$ cat src/rtl/conuart_pkg.sv
package conuart_pkg;
    localparam int ADDR_W = 3;
    localparam int BYTE_W = 8;

    localparam logic [ADDR_W-1:0] OFS_DATA  = 3'd0;
    localparam logic [ADDR_W-1:0] OFS_IEN   = 3'd1;
    localparam logic [ADDR_W-1:0] OFS_ISTAT = 3'd2;
    localparam logic [ADDR_W-1:0] OFS_CMD   = 3'd3;
    localparam logic [ADDR_W-1:0] OFS_MODEM = 3'd4;
    localparam logic [ADDR_W-1:0] OFS_LSTAT = 3'd5;

    localparam logic [BYTE_W-1:0] CMD_TX_ACK  = 8'h28;
    localparam logic [BYTE_W-1:0] CMD_VEC_SEL = 8'h03;
    localparam logic [BYTE_W-1:0] IEN_ALL     = 8'h0F;
    localparam logic [BYTE_W-1:0] LSTAT_BASE  = 8'h64;
    localparam logic [BYTE_W-1:0] VEC_TX      = 8'h10;
    localparam logic [BYTE_W-1:0] VEC_RX      = 8'h20;
    localparam logic [BYTE_W-1:0] FORM_FEED   = 8'h0C;
    localparam int                IEN_TXE_BIT = 1;

    typedef enum logic {SLOT_EMPTY, SLOT_FULL} slot_state_t;
    typedef enum logic {TMR_IDLE, TMR_COUNT} tmr_state_t;

    // Printable or control characters of 7-bit code, form feed excluded
    function automatic logic byte_sendable(input logic [BYTE_W-1:0] b);
        return (b[BYTE_W-1] == 1'b0) && (b != FORM_FEED);
    endfunction
endpackage

$ cat src/rtl/conuart_rx_slot.sv
module conuart_rx_slot
    import conuart_pkg::*;
(
    input  logic              clk,
    input  logic              rst_n,
    input  logic [BYTE_W-1:0] in_byte,
    input  logic              in_valid,
    output logic              in_ready,
    input  logic              take,
    output logic              full,
    output logic [BYTE_W-1:0] held
);
    slot_state_t state_q, state_d;
    logic [BYTE_W-1:0] held_q;
    logic capture;

    // state register
    always_ff @(posedge clk) begin
        if (!rst_n) begin
            state_q <= SLOT_EMPTY;
            held_q  <= '0;
        end else begin
            state_q <= state_d;
            if (capture) held_q <= in_byte;
        end
    end

    // transitions
    always_comb begin
        state_d = state_q;
        capture = 1'b0;
        unique case (state_q)
            SLOT_EMPTY: if (in_valid) begin
                capture = 1'b1;
                state_d = SLOT_FULL;
            end
            SLOT_FULL: if (take) state_d = SLOT_EMPTY;
            default: state_d = SLOT_EMPTY;
        endcase
    end

    // outputs
    always_comb begin
        in_ready = (state_q == SLOT_EMPTY);
        full     = (state_q == SLOT_FULL);
        held     = held_q;
    end

    assert_hold_when_full_R1: assert property (@(posedge clk) disable iff (!rst_n)
        (state_q == SLOT_FULL && !take) |=> (state_q == SLOT_FULL && $stable(held_q)));
endmodule

$ cat src/rtl/conuart_tx_timer.sv
module conuart_tx_timer #(
    parameter int DELAY = 300
) (
    input  logic clk,
    input  logic rst_n,
    input  logic start,
    input  logic cancel,
    output logic expire
);
    import conuart_pkg::*;
    localparam int CNT_W = $clog2(DELAY + 1);
    localparam logic [CNT_W-1:0] CNT_LOAD = CNT_W'(DELAY);

    tmr_state_t state_q, state_d;
    logic [CNT_W-1:0] cnt_q, cnt_d;
    logic at_end;

    // state register
    always_ff @(posedge clk) begin
        if (!rst_n) begin
            state_q <= TMR_IDLE;
            cnt_q   <= '0;
        end else begin
            state_q <= state_d;
            cnt_q   <= cnt_d;
        end
    end

    assign at_end = (cnt_q == CNT_W'(1));

    // transitions: start restarts from any state, cancel wins over expiry
    always_comb begin
        state_d = state_q;
        cnt_d   = cnt_q;
        unique case (state_q)
            TMR_IDLE: if (start) begin
                state_d = TMR_COUNT;
                cnt_d   = CNT_LOAD;
            end
            TMR_COUNT: begin
                if (start) begin
                    cnt_d = CNT_LOAD;
                end else if (cancel || at_end) begin
                    state_d = TMR_IDLE;
                    cnt_d   = '0;
                end else begin
                    cnt_d = cnt_q - CNT_W'(1);
                end
            end
            default: state_d = TMR_IDLE;
        endcase
    end

    // outputs
    always_comb begin
        expire = (state_q == TMR_COUNT) && at_end && !start && !cancel;
    end

    assert_count_bounded_R3: assert property (@(posedge clk) disable iff (!rst_n)
        (state_q == TMR_COUNT) |-> (cnt_q != '0 && cnt_q <= CNT_LOAD));
    assert_expire_returns_idle_R3: assert property (@(posedge clk) disable iff (!rst_n)
        expire |=> (state_q == TMR_IDLE));
endmodule

$ cat src/rtl/console_uart_regs.sv
module console_uart_regs
    import conuart_pkg::*;
#(
    parameter int TX_DELAY = 300
) (
    input  logic        clk,
    input  logic        rst_n,
    input  logic [2:0]  reg_addr,
    input  logic        reg_rd,
    input  logic        reg_wr,
    input  logic [7:0]  reg_wdata,
    output logic [7:0]  reg_rdata,
    input  logic [7:0]  rx_byte,
    input  logic        rx_valid,
    output logic        rx_ready,
    output logic [7:0]  tx_byte,
    output logic        tx_valid,
    output logic        irq,
    output logic        ack_err
);
    logic [BYTE_W-1:0] ien_q, sel_q, rdata_q, txb_q;
    logic              tx_pend_q, txv_q, err_q;
    logic              rx_full;
    logic [BYTE_W-1:0] rx_held;
    logic              wr_data, wr_ien, wr_cmd, rd_data, rd_lstat;
    logic              ack_hit, ack_miss, tmr_cancel, tmr_expire, vec_mode;
    logic [BYTE_W-1:0] rd_mux;

    assign wr_data  = reg_wr && (reg_addr == OFS_DATA);
    assign wr_ien   = reg_wr && (reg_addr == OFS_IEN);
    assign wr_cmd   = reg_wr && (reg_addr == OFS_CMD);
    assign rd_data  = reg_rd && (reg_addr == OFS_DATA);
    assign rd_lstat = reg_rd && (reg_addr == OFS_LSTAT);
    assign ack_hit  = wr_cmd && (reg_wdata == CMD_TX_ACK) && tx_pend_q;
    assign ack_miss = wr_cmd && (reg_wdata == CMD_TX_ACK) && !tx_pend_q;
    assign tmr_cancel = wr_ien && !reg_wdata[IEN_TXE_BIT];
    assign vec_mode = (sel_q == CMD_VEC_SEL);

    conuart_rx_slot u_slot (
        .clk      (clk),
        .rst_n    (rst_n),
        .in_byte  (rx_byte),
        .in_valid (rx_valid),
        .in_ready (rx_ready),
        .take     (rd_data),
        .full     (rx_full),
        .held     (rx_held)
    );

    conuart_tx_timer #(.DELAY(TX_DELAY)) u_timer (
        .clk    (clk),
        .rst_n  (rst_n),
        .start  (wr_data),
        .cancel (tmr_cancel),
        .expire (tmr_expire)
    );

    // read value selection
    always_comb begin
        rd_mux = '0;
        unique case (reg_addr)
            OFS_DATA:  rd_mux = rx_held;
            OFS_IEN:   rd_mux = (ien_q == IEN_ALL) ? IEN_ALL : 8'h00;
            OFS_ISTAT: rd_mux = {7'b0, !(tx_pend_q || rx_full)};
            OFS_LSTAT: begin
                if (vec_mode)
                    rd_mux = tx_pend_q ? VEC_TX : (rx_full ? VEC_RX : 8'h00);
                else
                    rd_mux = LSTAT_BASE | {7'b0, rx_full};
            end
            default:   rd_mux = 8'h00;
        endcase
    end

    // register state
    always_ff @(posedge clk) begin
        if (!rst_n) begin
            ien_q     <= '0;
            sel_q     <= '0;
            rdata_q   <= '0;
            txb_q     <= '0;
            txv_q     <= 1'b0;
            tx_pend_q <= 1'b0;
            err_q     <= 1'b0;
        end else begin
            txv_q <= wr_data && byte_sendable(reg_wdata);
            if (wr_data) txb_q <= reg_wdata;
            if (reg_rd) rdata_q <= rd_mux;
            if (wr_ien) ien_q <= reg_wdata;
            if (wr_cmd) sel_q <= reg_wdata;
            else if (rd_lstat && vec_mode) sel_q <= '0;
            if (ack_miss) err_q <= 1'b1;
            // pending flag: writes override a timer expiry
            if (wr_data || ack_hit) tx_pend_q <= 1'b0;
            else if (wr_ien) tx_pend_q <= reg_wdata[IEN_TXE_BIT];
            else if (tmr_expire && ien_q[IEN_TXE_BIT]) tx_pend_q <= 1'b1;
        end
    end

    assign reg_rdata = rdata_q;
    assign tx_byte   = txb_q;
    assign tx_valid  = txv_q;
    assign ack_err   = err_q;
    assign irq       = (tx_pend_q && ien_q[IEN_TXE_BIT]) || rx_full;

    assert_tx_filtered_R2: assert property (@(posedge clk) disable iff (!rst_n)
        tx_valid |-> (tx_byte != FORM_FEED && !tx_byte[7]));
    assert_ien_clear_R4: assert property (@(posedge clk) disable iff (!rst_n)
        (wr_ien && !reg_wdata[IEN_TXE_BIT]) |=> !tx_pend_q);
    assert_ien_readback_R5: assert property (@(posedge clk) disable iff (!rst_n)
        (reg_rd && reg_addr == OFS_IEN) |=> (reg_rdata == 8'h00 || reg_rdata == IEN_ALL));
    assert_err_sticky_R8: assert property (@(posedge clk) disable iff (!rst_n)
        ack_err |=> ack_err);
    assert_sel_clears_R9: assert property (@(posedge clk) disable iff (!rst_n)
        (rd_lstat && vec_mode && !reg_wr) |=> (sel_q == 8'h00));
    assert_rx_irq_R12: assert property (@(posedge clk) disable iff (!rst_n)
        !rx_ready |-> irq);
endmodule

$ cat config.mk
export PLATFORM = sky130hd
export DESIGN_NAME = console_uart_regs
export DESIGN_NICKNAME = d
export VERILOG_FILES = /design/src/rtl/conuart_pkg.sv /design/src/rtl/conuart_rx_slot.sv /design/src/rtl/conuart_tx_timer.sv /design/src/rtl/console_uart_regs.sv
export SDC_FILE = /design/constraint.sdc
export NUM_CORES = 1
export LEC_CHECK = 0
export BUFFER_PORTS_ARGS = -buffer_cell sky130_fd_sc_hd__buf_2
export CAP_MARGIN = 10
export CORE_UTILIZATION = 57
export CTS_BUF_LIST = sky130_fd_sc_hd__clkbuf_4 sky130_fd_sc_hd__clkbuf_8
export DETAILED_ROUTE_END_ITERATION = 10
export PLACE_DENSITY = 0.82
export SETUP_SLACK_MARGIN = 0.02
export SYNTH_ARGS = -nofsm -noshare
export SYNTH_HDL_FRONTEND = slang
export SYNTH_SLANG_ARGS = --single-unit
$ cat constraint.sdc
create_clock -name clk -period 2.3 [get_ports clk]
set_input_delay 0.115 -clock clk [delete_from_list [all_inputs] [get_ports clk]]
set_output_delay 0.115 -clock clk [all_outputs]
set_load 0.02 [all_outputs]
Yosys cells after proc, flatten, opt, wreduce, memory -nomap -nowiden
Index checks and enable logic that the tools add are counted.
Storage, ports and cells
  ROM bits: 0
  memories: 0
  bits in latches: 0
  register bits: 54
  bits in writable memories: 0
  output and inout port bits: 20
  word-level logic and storage cells: 77
  input port bits: 24
Cells by class
  multipliers: 0
  bitwise logic cells: 4
  eq/ne operators: 10
  $add $sub $neg: 1
  reduce and logical (&&, ||, !) cells: 30
  multiplexer cells: 21
  shift-type cells: 0
  divide/modulo/power cells: 0
  magnitude comparators: 0
Operators by type and width (number)
  8-bit one-hot mux with 4 select lines: 1
  9-bit 2-to-1 mux: 3
  9-bit one-hot mux with 2 select lines: 1
  1-bit logical AND: 17
  8-bit 2-to-1 mux: 2
  6-bit 2-to-1 mux: 2
  9-bit by 1-bit equality test with 1-bit output (second input constant): 1
  9-bit by 1-bit subtractor with 9-bit output (second input constant): 1
  8-bit by 2-bit equality test with 1-bit output (second input constant): 1
  8-bit by 4-bit equality test with 1-bit output (second input constant): 1
  8-bit by 6-bit equality test with 1-bit output (second input constant): 1
  1-bit 2-to-1 mux: 8
  8-bit by 4-bit != test with 1-bit output (second input constant): 1
  7-bit 2-to-1 mux: 1
  3-bit by 2-bit equality test with 1-bit output (second input constant): 2
  1-bit zero test: 5
  1-bit logical OR: 4
  4-bit 2-to-1 mux: 1
  1-bit inverter: 4
  1-bit one-hot mux with 2 select lines: 2
  2-bit nonzero test: 2
  3-bit by 1-bit equality test with 1-bit output (second input constant): 1
  3-bit equality test (second input constant): 1
  3-bit zero test: 1
  2 further kinds: 2

Longest topological paths before layout
  word-level depth: 8
  depth in mapped cells: 6
  depth with buffers taken out: 6

Modules after synthesis
Synthesis repeated with hierarchy kept, for this count alone.
Second synthesis, totals
  cells, all modules: 286
  area, all modules: 2573.7 um^2
By module, submodules not included
  console_uart_regs: times used 1, area an instance 1596.5 um^2, cells an instance 181, seq. area each 700.7 um^2
  conuart_tx_timer: times used 1, area an instance 596.8 um^2, cells an instance 65, seq. area each 200.2 um^2
  conuart_rx_slot: times used 1, area an instance 380.4 um^2, cells an instance 40, seq. area each 180.2 um^2

Worst setup path after synthesis
Ideal clock, no wire load.
  path type: flip-flop to flip-flop
  from: register u_timer.cnt_q[1]
  to: register u_timer.cnt_q[5]
  cell stages (with the launch flop): 7
  setup slack: 0.557 ns
  clock period less this slack: 1.743 ns
  arrival: 1.624 ns
  data required time: 2.180 ns
  path buffers: 0
  setup time: 0.120 ns
  path through: dfxtp_1 > inv_1 > ha_1 > or4b_1 > o22ai_2 > a21oi_1 > o31a_1
Between the ends
  cells in the longest elaborated chain, start to end: 5
  elaborated cells between the ends (all ways): 6
  those cells by class: add/sub: 1; eq/ne: 1; mux: 3; reduce/logical: 1
Ends and longest elaborated chain
  start, declared: RTL line conuart_tx_timer.sv:15  | logic [CNT_W-1:0] cnt_q, cnt_d;
  start signal, assigned: RTL line conuart_tx_timer.sv:25  | cnt_q <= cnt_d;
  branches (longest 2 deep; another with 9-bit by 1-bit subtractor with 9-bit output)
  9-bit 2-to-1 mux (*): RTL line conuart_tx_timer.sv:43  | end else if (cancel || at_end) begin
  9-bit 2-to-1 mux (*): RTL line conuart_tx_timer.sv:41  | if (start) begin
  9-bit one-hot mux with 2 select lines (*): RTL line conuart_tx_timer.sv:35  | unique case (state_q)
Mark *: on every way between the ends.
A chain may end at the register's enable or synchronous reset.

Final worst setup path
  from: register u_timer.cnt_q[1]
  to: register u_timer.cnt_q[4]
Same word-level chain as after synthesis.

==> summary.txt <==
cell-internal power -> 1.38 mW
part of the power in registers -> 53.5%
Startpoint Class -> flip-flop
largest fanout on the critical path -> 5
Slew headroom -> 49.2%
minimum clock period -> 1.94 ns
Async SR Flop Fraction -> 0%
cell area power density -> 668 nW/um2
drt wl/cell -> 14.6 um
cells after synthesis -> 297
final setup skew -> 0.00502 ns
Setup Viol. Count Final -> 0
busiest grt layer -> met2
Placed Cells -> 377
met3 Use GR -> 5.74%
register area -> 1080 um2
syn_area_per_cell -> 8.16 um2
clock share of power -> 34.9%
layout cells sized above 1 -> 18.5%
Psw -> 459 uW
H-tree level count -> 2
worst slew pin tran -> 0.756 ns
Worst-Skew Late Latency -> 0.30 ns
Syn Std Cell Area -> 2420 um2
Setup crit end kind -> flip-flop
post-route insts no fill -> 385
largest cells by area after synthesis -> dfxtp_1 (45%), nand2_1 (12%), a21oi_1 (7.8%)
met2 usage -> 40.3%
FP Rows -> 23
final WL -> 5.61 mm
I/O pins -> 44
post-route ant nets -> 0
Layout area overhead -> 13.9%
status -> completed
Post-synth EDFFs -> 0
CTS Buf Count -> 5
slowest CP cell -> or4b_1
via-per-instance ratio -> 5.81
number of diodes -> 0
Tcrit/Tclk final -> 84.6%
area of the multi-input gates -> 1230 um2
routed vias -> 2236
initial antenna violation count -> 0
Switching Fraction -> 24.9%
Yosys top cell by area -> dfxtp_1
Crit Path Class -> reg2reg
Arrival @ worst endpoint -> 2.15 ns
final hold vios -> 0
CP cell instances -> inv_1 -> ha_1 -> or4b_1 -> o221ai_1 -> nor2_1 -> o221a_1
R2R Setup Slk -> 0.36 ns
Die H -> 67.2 um
first-pass GRT wire length -> 8.94 mm
die area -> 4520 um2
Post-CTS Setup Bufs -> 0
met1 GRT Util -> 37.6%
Sink Count -> 54
DRC -> 0
RSZ-0062 raised after global routing -> false
initial DRC count -> 213
Netlist cell types -> 57
Placer Congestion -> 0.939
FMAX -> 0.514 GHz
CTS resizes -> 0
# fillers -> 348
commonest cells after routing, fill and taps aside -> nand2_1 (78), dfxtp_1 (54), buf_2 (43)
sequential area share after synthesis -> 44.6%
Detail Placement HPWL -> 3.98 mm
pin count of the biggest net entering global routing -> 45
Syn Nets -> 323
ys flop type -> dfxtp_1
PnR Total Power -> 1.84 mW
CTS root buffer -> clkbuf_8
Comb power frac -> 11.6%
input/output buffers -> 43
total track usage -> 26.6%
Die Wd -> 67.2 um
CP required -> 2.51 ns
vias in the first global route -> 1854
nets -> 360
post-synth top area share -> 44.6%
First-pass DRT Iterations -> 4
CTS tree -> done
max-slew violations -> 0
CTS max path bufs -> 2
Starting Density -> 60.2%
gr ovfl total -> 0
post-route setup TNS -> 0 ns
Post-CTS Hold Buffers -> 0
P_leak -> 1.05 nW
clock edge transition at the registers on the reported setup and hold paths -> 0.10 ns
most common cell after layout, fill and taps aside -> nand2_1
HP Class -> in2reg
core area -> 4030 um2
Max stage delay on crit path -> 0.49 ns
synthesized flop and latch total -> 54
Worst IR Drop VDD -> 0.520 mV
total number of yosys warnings -> 0
MaxCap Viol Count -> 0
==> metrics by stage <==
step           utilization (%)  hold slack (ns)  instance area, um2  worst slack (ns)
6_report                  68.5           0.0423                2760             0.355
5_1_grt                   68.5           0.0342                2760             0.217
3_5_place_dp              65.7            0.364                2650             0.390
3_3_place_gp              65.7            0.358                2650             0.399
4_1_cts                   68.5           0.0367                2760             0.379
2_1_floorplan                -            0.194                2420             0.557
==> power groups by stage <==
stage	combinational (mW)	sequential [mW]	clock, mW
4_1_cts	0.212	0.985	0.658
3_5_place_dp	0.212	1.01	0
3_3_place_gp	0.211	1.01	0
5_1_grt	0.236	0.990	0.702
2_1_floorplan	0.144	1.01	0
6_report	0.214	0.985	0.644
==> synthesized netlist by cell type (all sizes together), types with 4 or more instances <==
master   n
a21o     4
a21oi   38
a31oi    6
clkbuf  14
dfxtp   54
inv      8
nand2   78
nand3b   4
nor2    11
nor2b    5
nor3     5
nor4     8
o21ai    7
==> layout make-up <==
cell class / instances / area share [%]
Clock inverter: 2 / 1.36
Tap cell: 50 / 2.27
Sequential cell: 54 / 39.2
Clock buffer: 6 / 2.77
Multi-Input combinational cell: 218 / 44.5
Inverter: 8 / 1.09
Timing Repair Buffer: 47 / 8.88
==> worst max-delay path, delay by kind of cell, from the launching register on <==
family / cells / cell delay [ns]
DFF: 1 / 0.36
buffers and inverters: 1 / 0.11
and+or+nand+nor: 2 / 0.61
adders and majority gates: 1 / 0.17
AOI/OAI and AO/OA: 2 / 0.60
==> cells by family (layout without fill, tap and decap cells) <==
logic type / count (synthesis) / after routing / synth area share (%)
mux: 1 / 1 / 0.465
buf+inv: 25 / 63 / 4.75
flops: 54 / 54 / 44.6
compound gates: 82 / 82 / 21.6
fa+ha+maj: 2 / 2 / 1.03
simple gates: 133 / 133 / 27.5
==> flip-flops by register name, summed over array words and instances, names as in the netlist <==
name / flops
u_slot.full: 1
ien_q: 8
u_timer.state_q: 1
tx_valid: 1
u_slot.held: 8
reg_rdata: 8
tx_pend_q: 1
sel_q: 8
u_timer.cnt_q: 9
ack_err: 1
tx_byte: 8
==> path summary, 6_finish.rpt <==
kind,from,endpoint,cells past startpoint
worst max-delay path,u_timer.cnt_q[1],u_timer.cnt_q[4],6
worst min-delay path,rx_byte[3],u_slot.held[3],3
worst max register to register,u_timer.cnt_q[1],u_timer.cnt_q[4],6
worst min register to register,sel_q[7],sel_q[7],2
==> metal layers <==
metal | up-vias | share of wire, %
met5 | - | 0
met4 | 0 | 1.1
met3 | 5 | 5.3
met2 | 67 | 46
met1 | 1034 | 47
li1 | 1130 | -
Power figures use the tool's default switching activity.
